<file path="src/rtl/cpt_pkg.sv">
package cpt_pkg;

  // Strobes sent from the event control to the datapath each cycle.
  typedef struct packed {
    logic clr;        // wipe counters and timestamps
    logic bumpLoad;   // load-stall cycle: +1 on load count and path
    logic bumpStore;  // store-stall cycle: +1 on store count
  } cpt_strobe_t;

endpackage

</file>
<file path="src/rtl/cpt_ctrl.sv">
module cpt_ctrl #(
  parameter int NUM_MSHR  = 8,
  parameter int RET_PORTS = 2,
  parameter int IDX_W     = 3
) (
  input  logic                          clearIn,
  input  logic                          loadStall,
  input  logic                          storeStall,
  input  logic                          allocValid,
  input  logic [IDX_W-1:0]              allocIdx,
  input  logic [RET_PORTS-1:0]          retValid,
  input  logic [RET_PORTS*IDX_W-1:0]    retIdx,
  output cpt_pkg::cpt_strobe_t          strobe,
  output logic [NUM_MSHR-1:0]           allocWe,
  output logic [RET_PORTS-1:0]          retEn
);

  // Clear has priority: every other event in a clear cycle is dropped.
  always_comb begin
    strobe.clr       = clearIn;
    strobe.bumpLoad  = loadStall  & ~clearIn;
    strobe.bumpStore = storeStall & ~clearIn;
  end

  // One write enable per slot, decoded from the claimed index.
  always_comb begin
    for (int e = 0; e < NUM_MSHR; e++) begin
      allocWe[e] = allocValid & ~clearIn & (allocIdx == IDX_W'(e));
    end
  end

  // A return counts only when its slot index names a real slot.
  for (genvar p = 0; p < RET_PORTS; p++) begin : g_ret
    logic [IDX_W:0] idxWide;
    assign idxWide  = {1'b0, retIdx[p*IDX_W +: IDX_W]};
    assign retEn[p] = retValid[p] & ~clearIn & (idxWide < (IDX_W+1)'(NUM_MSHR));
  end

endmodule

</file>
<file path="src/rtl/cpt_sat_counter.sv">
module cpt_sat_counter #(
  parameter int W = 32
) (
  input  logic         clk,
  input  logic         rstN,
  input  logic         clr,
  input  logic         inc,
  output logic [W-1:0] cnt
);

  localparam logic [W-1:0] TOP = {W{1'b1}};

  always_ff @(posedge clk or negedge rstN) begin
    if (!rstN)                  cnt <= '0;
    else if (clr)               cnt <= '0;
    else if (inc && cnt != TOP) cnt <= cnt + 1'b1;
  end

endmodule

</file>
<file path="src/rtl/cpt_max_tree.sv">
module cpt_max_tree #(
  parameter int N = 2,
  parameter int W = 32
) (
  input  logic [N*W-1:0] vals,
  output logic [W-1:0]   maxVal
);

  // Pairwise reduction by levels; odd leftovers pass through.
  localparam int LEVELS = (N > 1) ? $clog2(N) : 1;
  localparam int SLOTS  = 1 << LEVELS;

  logic [W-1:0] stage [LEVELS+1][SLOTS];

  for (genvar s = 0; s < SLOTS; s++) begin : g_leaf
    if (s < N) begin : g_real
      assign stage[0][s] = vals[s*W +: W];
    end else begin : g_pad
      assign stage[0][s] = '0;
    end
  end

  for (genvar l = 0; l < LEVELS; l++) begin : g_lvl
    for (genvar s = 0; s < SLOTS; s++) begin : g_node
      if (s < (SLOTS >> (l + 1))) begin : g_cmp
        assign stage[l+1][s] = (stage[l][2*s] > stage[l][2*s+1]) ?
                               stage[l][2*s] : stage[l][2*s+1];
      end else begin : g_zero
        assign stage[l+1][s] = '0;
      end
    end
  end

  assign maxVal = stage[LEVELS][0];

endmodule

</file>
<file path="src/rtl/cpt_datapath.sv">
module cpt_datapath #(
  parameter int NUM_MSHR  = 8,
  parameter int RET_PORTS = 2,
  parameter int IDX_W     = 3,
  parameter int LAT_W     = 16,
  parameter int CNT_W     = 32
) (
  input  logic                       clk,
  input  logic                       rstN,
  input  cpt_pkg::cpt_strobe_t       strobe,
  input  logic [NUM_MSHR-1:0]        allocWe,
  input  logic [RET_PORTS-1:0]       retEn,
  input  logic [RET_PORTS*IDX_W-1:0] retIdx,
  input  logic [RET_PORTS*LAT_W-1:0] retLat,
  output logic [CNT_W-1:0]           lcpCount,
  output logic [CNT_W-1:0]           loadStallCount,
  output logic [CNT_W-1:0]           storeStallCount
);

  localparam logic [CNT_W-1:0] TOP = {CNT_W{1'b1}};
  localparam int PAD_W = CNT_W + 1 - LAT_W;

  logic [CNT_W-1:0] lcpQ;
  logic [CNT_W-1:0] tsQ [NUM_MSHR];
  logic [RET_PORTS*CNT_W-1:0] candFlat;
  logic [CNT_W-1:0] candMax;
  logic [CNT_W-1:0] lcpBase;
  logic [CNT_W-1:0] lcpNext;

  // Per-slot timestamp: takes the path value seen in the claim cycle.
  for (genvar g = 0; g < NUM_MSHR; g++) begin : g_slot
    always_ff @(posedge clk or negedge rstN) begin
      if (!rstN)           tsQ[g] <= '0;
      else if (strobe.clr) tsQ[g] <= '0;
      else if (allocWe[g]) tsQ[g] <= lcpQ;
    end

    // A stored timestamp never runs ahead of the path it was taken from.
    p_ts_bound_r2: assert property (@(posedge clk) disable iff (!rstN)
      tsQ[g] <= lcpQ);
  end

  // Completion value of each return, clipped at the counter ceiling.
  for (genvar p = 0; p < RET_PORTS; p++) begin : g_cand
    logic [IDX_W-1:0] slot;
    logic [CNT_W:0]   sum;
    assign slot = retIdx[p*IDX_W +: IDX_W];
    assign sum  = {1'b0, tsQ[slot]} + {{PAD_W{1'b0}}, retLat[p*LAT_W +: LAT_W]};
    assign candFlat[p*CNT_W +: CNT_W] =
      !retEn[p]    ? '0  :
      sum[CNT_W]   ? TOP : sum[CNT_W-1:0];
  end

  cpt_max_tree #(.N(RET_PORTS), .W(CNT_W)) u_max (
    .vals   (candFlat),
    .maxVal (candMax)
  );

  // Stall increment and return completions meet in one comparison.
  always_comb begin
    lcpBase = lcpQ;
    if (strobe.bumpLoad && lcpQ != TOP) lcpBase = lcpQ + 1'b1;
    lcpNext = (candMax > lcpBase) ? candMax : lcpBase;
  end

  always_ff @(posedge clk or negedge rstN) begin
    if (!rstN)           lcpQ <= '0;
    else if (strobe.clr) lcpQ <= '0;
    else                 lcpQ <= lcpNext;
  end

  cpt_sat_counter #(.W(CNT_W)) u_loadCnt (
    .clk  (clk),
    .rstN (rstN),
    .clr  (strobe.clr),
    .inc  (strobe.bumpLoad),
    .cnt  (loadStallCount)
  );

  cpt_sat_counter #(.W(CNT_W)) u_storeCnt (
    .clk  (clk),
    .rstN (rstN),
    .clr  (strobe.clr),
    .inc  (strobe.bumpStore),
    .cnt  (storeStallCount)
  );

  assign lcpCount = lcpQ;

  p_clear_zero_r1: assert property (@(posedge clk) disable iff (!rstN)
    strobe.clr |=> (lcpQ == '0 && loadStallCount == '0 && storeStallCount == '0));

  p_load_step_r3: assert property (@(posedge clk) disable iff (!rstN)
    (strobe.bumpLoad && lcpQ != TOP) |=> lcpQ > $past(lcpQ));

  p_load_hold_r3: assert property (@(posedge clk) disable iff (!rstN)
    (!strobe.bumpLoad && !strobe.clr) |=> $stable(loadStallCount));

  p_store_step_r4: assert property (@(posedge clk) disable iff (!rstN)
    (strobe.bumpStore && storeStallCount != TOP) |=>
      storeStallCount == $past(storeStallCount) + 1'b1);

  p_lcp_monotone_r5: assert property (@(posedge clk) disable iff (!rstN)
    !strobe.clr |=> lcpQ >= $past(lcpQ));

  p_sat_hold_r8: assert property (@(posedge clk) disable iff (!rstN)
    (loadStallCount == TOP && !strobe.clr) |=> loadStallCount == TOP);

endmodule

</file>
<file path="src/rtl/crit_path_tracker.sv">
module crit_path_tracker #(
  parameter int NUM_MSHR  = 8,
  parameter int RET_PORTS = 2,
  parameter int LAT_W     = 16,
  parameter int CNT_W     = 32,
  localparam int IDX_W    = (NUM_MSHR > 1) ? $clog2(NUM_MSHR) : 1
) (
  input  logic                       clk,
  input  logic                       rstN,
  input  logic                       clearIn,
  input  logic                       allocValid,
  input  logic [IDX_W-1:0]           allocIdx,
  input  logic                       loadStall,
  input  logic                       storeStall,
  input  logic [RET_PORTS-1:0]       retValid,
  input  logic [RET_PORTS*IDX_W-1:0] retIdx,
  input  logic [RET_PORTS*LAT_W-1:0] retLat,
  output logic [CNT_W-1:0]           lcpCount,
  output logic [CNT_W-1:0]           loadStallCount,
  output logic [CNT_W-1:0]           storeStallCount
);

  cpt_pkg::cpt_strobe_t strobe;
  logic [NUM_MSHR-1:0]  allocWe;
  logic [RET_PORTS-1:0] retEn;

  cpt_ctrl #(.NUM_MSHR(NUM_MSHR), .RET_PORTS(RET_PORTS), .IDX_W(IDX_W)) u_ctrl (
    .clearIn    (clearIn),
    .loadStall  (loadStall),
    .storeStall (storeStall),
    .allocValid (allocValid),
    .allocIdx   (allocIdx),
    .retValid   (retValid),
    .retIdx     (retIdx),
    .strobe     (strobe),
    .allocWe    (allocWe),
    .retEn      (retEn)
  );

  cpt_datapath #(
    .NUM_MSHR(NUM_MSHR), .RET_PORTS(RET_PORTS), .IDX_W(IDX_W),
    .LAT_W(LAT_W), .CNT_W(CNT_W)
  ) u_dp (
    .clk             (clk),
    .rstN            (rstN),
    .strobe          (strobe),
    .allocWe         (allocWe),
    .retEn           (retEn),
    .retIdx          (retIdx),
    .retLat          (retLat),
    .lcpCount        (lcpCount),
    .loadStallCount  (loadStallCount),
    .storeStallCount (storeStallCount)
  );

endmodule

</file>
<file path="config.mk">
export PLATFORM = sky130hd
export DESIGN_NAME = crit_path_tracker
export DESIGN_NICKNAME = d
export VERILOG_FILES = /design/src/rtl/cpt_pkg.sv /design/src/rtl/cpt_ctrl.sv /design/src/rtl/cpt_sat_counter.sv /design/src/rtl/cpt_max_tree.sv /design/src/rtl/cpt_datapath.sv /design/src/rtl/crit_path_tracker.sv
export SDC_FILE = /design/constraint.sdc
export NUM_CORES = 1
export LEC_CHECK = 0
export CAP_MARGIN = 0
export CORE_UTILIZATION = 60
export DETAILED_ROUTE_END_ITERATION = 8
export PLACE_DENSITY = 0.8
export RECOVER_POWER = 100
export SKIP_CTS_REPAIR_TIMING = 1
export SLEW_MARGIN = 20
export SYNTH_ARGS = -nofsm -noshare
export SYNTH_HDL_FRONTEND = slang
export SYNTH_SLANG_ARGS = --single-unit
export TNS_END_PERCENT = 1
</file>
<file path="constraint.sdc">
create_clock -name clk -period 9.3 [get_ports clk]
set_input_delay 1.86 -clock clk [delete_from_list [all_inputs] [get_ports clk]]
set_output_delay 1.86 -clock clk [all_outputs]
set_load 0.1 [all_outputs]
</file>
==> summary.log <==
INFO  outcome        outcome=finished with violations
INFO  outcome        violated_checks=capacitance limit, slew limit
INFO  sta            layout_worst_path_cycle_share=0.9640
INFO  floorplan      dieHeight=201.3um
INFO  placement      port-buffer-count=144
INFO  floorplan      ioPinCount=145
INFO  sta            post_layout_min_period=8965ps
INFO  final_layout   fillCellCount=2879
INFO  final_layout   areaGrowthSynthToFinish=19.88%
INFO  final_layout   layout.core_utilization=0.7343
INFO  critical_path  cp_data_arrival_time=9440ps
INFO  min_path       hold_path.class=reg -> reg
INFO  floorplan      fp.dieW=201.3um
INFO  critical_path  data_required_critical_path=9780ps
INFO  drt            drt_drc_violations_left=0
INFO  final_layout   layout.cells.non_filler=3410
INFO  critical_path  critical_path.startpoint_type=input port
INFO  sta            maxSlewHeadroom=-3.460
INFO  sta            measured_slew_at_the_worst_slew_check_pin=6690ps
INFO  min_path       hold_depth=1
INFO  logic_synthesis synthesis_warnings=0
INFO  drt            detailroute.via_count=22760
INFO  global_routing first_global_vias=22690
INFO  floorplan      core.rowCount=72
INFO  sta            setup_slack=334.9ps
INFO  logic_synthesis synth_fp_nets=2775
INFO  placement      post-place-cells=3339
INFO  critical_path  crit_end_category=flop
INFO  critical_path  timing.critical_path.mode_cell=buf_4
INFO  logic_synthesis synth_area=23840um^2
INFO  logic_synthesis yosys_most_used_dff=dfrtp_1
INFO  critical_path  cp_top_family=compound AO/OA/AOI/OAI gates
INFO  floorplan      dieArea=40540um^2
INFO  placement      gp_congestion=1.048
INFO  power_and_ir_drop ir_worst_vdd=0.2030mV
INFO  logic_synthesis syn-instance-count=2625
INFO  placement      preCtsSetupSlack=-703.0ps
INFO  floorplan      floorplan.initialDensity=0.6126
INFO  critical_path  critical_path_buf_inv_count=7
INFO  logic_synthesis netlist-cell-type-count=79
INFO  drt            routed_via_count_divided_by_cell_count=6.673
INFO  clock_network  clock_sink_count=352
INFO  final_layout   nNetsFinal=3015
INFO  logic_synthesis share_of_synthesized_flip_flops_with_an_asynchronous_set_or_reset=1.000
INFO  min_path       hold_start=u_dp.u_loadCnt.cnt[9]
INFO  sta            fin_skew=25.29ps
INFO  power_and_ir_drop static-leakage-power=12.10nW
INFO  floorplan      core-area=38920um^2
INFO  clock_network  tritoncts=built
INFO  critical_path  worst-r2r-cell-count=31
INFO  global_routing grt_overflow=0
INFO  sta            finalHoldViolCount=0
INFO  sta            finalSetupViolCount=0
INFO  drt            drt_pre_antenna_iters=5
INFO  critical_path  timing.rr.start=u_dp.tsQ[0]
INFO  clock_network  cts_root_buffer=clkbuf_16
INFO  logic_synthesis synth-edff-count=0
INFO  power_and_ir_drop power.density_cell_area=164.6nW/um^2
INFO  logic_synthesis syn_avg_cell_area=9.082um^2
INFO  global_routing antenna_found_initial=1
INFO  critical_path  timing.setup.critical_path_class=in -> reg
INFO  final_layout   fraction_of_layout_instances_using_a_drive_strength_above_1=0.1916
INFO  drt            ant_nets=0
INFO  min_path       worst_hold_path.endpoint=u_dp.u_loadCnt.cnt[9]
INFO  logic_synthesis synth_seq_cells=352
INFO  global_routing grt_util_all_layers=0.4015
INFO  clock_network  cts_buffers=41
INFO  drt            wire_per_inst=23.72um
INFO  clock_network  cts.clk_slew.worst_paths=60ps
INFO  global_routing grt_start_max_net_pins=159
INFO  critical_path  critPathSlowestCell=mux4_2
INFO  drt            wl=80890um
INFO  critical_path  cp_max_fo=20
INFO  logic_synthesis synth-seq-area-share=0.3695
INFO  critical_path  r2r_setup_slack=1560ps
INFO  clock_network  cts-htree-levels=2
INFO  placement      dp_hpwl=54880um
INFO  run            drv_cap=11
INFO  sta            hold_slack=502.1ps
INFO  critical_path  r2r-end=u_dp.lcpCount[6]
INFO  clock_network  clock_latency=590ps
INFO  clock_network  clock_path_buffers=3
INFO  sta            final_max_slew_viol_count=576
INFO  power_and_ir_drop finalPower=4.703mW
INFO  drt            drt_first_iter_violations=2609
INFO  sta            maxClockFrequency=0.1115GHz
INFO  critical_path  worst_path_largest_cell_delay=510ps
INFO  global_routing grt_first_pass_wirelength=126400um
## layer usage
layer,share of wire,track usage
met5,0,0
met4,0.045,0.1880
met3,0.11,0.09216
met2,0.47,0.6344
met1,0.38,0.5269
## synthesized netlist by cell type, types with 12 or more instances
cell	count	share of area
nand3_1	69	0.014
mux2i_1	23	0.0097
nor3_1	17	0.0036
nand2_1	620	0.098
nand4_1	48	0.013
a21o_1	23	0.0072
buf_2	12	0.0025
ha_1	99	0.052
a211oi_1	22	0.0069
nor2_1	175	0.028
a21oi_1	335	0.070
xor2_1	63	0.023
o21ai_0	92	0.019
and3_1	17	0.0045
mux2_2	43	0.020
o211ai_1	15	0.0047
buf_1	12	0.0019
inv_1	19	0.0030
dfrtp_1	352	0.37
o22ai_2	16	0.0084
xnor2_1	41	0.015
nor2b_1	13	0.0034
or3_1	23	0.0060
clkbuf_1	150	0.024
and4_1	12	0.0044
mux4_2	128	0.12
## how the worst max path moves through the flow
stage                   endpoint  cells after the start  startpoint  slack (ps)
5_1_grt         u_dp.lcpCount[7]                     35   retIdx[0]         -50
3_3_place_gp   u_dp.lcpCount[15]                     35   retIdx[0]        -750
6_report        u_dp.lcpCount[6]                     36   retIdx[3]         330
3_5_place_dp    u_dp.lcpCount[6]                     35   retIdx[0]        -700
2_1_floorplan  u_dp.lcpCount[22]                     38   retIdx[0]           4
4_1_cts         u_dp.lcpCount[6]                     35   retIdx[0]        -160
## power breakdown
part	total (mW)	switching, mW	internal (mW)
Combinational	1.27	0.841	0.430
Clock	1.62	0.674	0.947
Sequential	1.81	0.229	1.58
## cell usage in the layout (no fill, tap or decap), types with 7 or more instances in the layout
cell,Yosys,final
a211oi_1,22,21
a21o_1,23,23
a21oi_1,335,329
a21oi_2,3,9
a31oi_1,11,10
and2_1,9,8
and3_1,17,17
and4_1,12,12
buf_12,0,16
buf_4,8,224
clkbuf_1,150,14
clkbuf_16,0,42
clkbuf_8,0,8
clkdlybuf4s50_1,0,39
clkinv_2,0,8
dfrtp_1,352,352
dlygate4sd3_1,0,97
ha_1,99,99
inv_1,19,20
mux2_2,43,43
mux2i_1,23,23
mux4_2,128,128
nand2_1,620,619
nand3_1,69,68
nand3b_1,8,8
nand4_1,48,48
nor2_1,175,170
nor2b_1,13,11
nor3_1,17,15
o211ai_1,15,15
o21a_1,11,11
o21ai_0,92,88
o22ai_2,16,17
o2bb2ai_1,7,7
o31ai_1,7,7
or2_2,7,7
or3_1,23,23
xnor2_1,41,41
xor2_1,63,63
## cells by family (layout without fill, tap and decap cells)
| logic type | Yosys count | in the layout | share of synthesized area |
|---|---|---|---|
| compound gates | 614 | 614 | 0.1578 |
| xor+xnor | 104 | 104 | 0.03821 |
| fa+ha+maj | 101 | 101 | 0.05364 |
| buf+inv | 213 | 479 | 0.03889 |
| flops | 352 | 352 | 0.3695 |
| mux | 196 | 196 | 0.1520 |
| other cells | 0 | 1 | 0 |
| simple gates | 1045 | 1045 | 0.1899 |
## through the flow
| stage | setup TNS, ps | instance area (um^2) |
|---|---|---|
| finish | 0 | 28580 |
| global route | -524.5 | 28580 |
| CTS | -3870 | 28540 |
| detailed placement | -20850 | 27200 |
| global placement | -22960 | 27200 |
| floorplan | 0 | 24010 |
## layout make-up
type                       instances  area [um^2]  share of cell area
inverter                          20        75.07            0.002627
timing repair buffer             390         3435              0.1202
tap                              518        648.1             0.02268
clock inverter                    14        156.4            0.005473
antenna                            1        2.502          0.00008756
multi-input combinational       2060        14270              0.4995
clock buffer                      55         1180             0.04129
sequential                       352         8808              0.3082
## sequential cells by signal, indices dropped and copies added, names as in the netlist
signal               cells
u_dp.tsQ               256
u_dp.u_storeCnt.cnt     32
u_dp.lcpCount           32
u_dp.u_loadCnt.cnt      32
(Power assumes the default switching activity.)
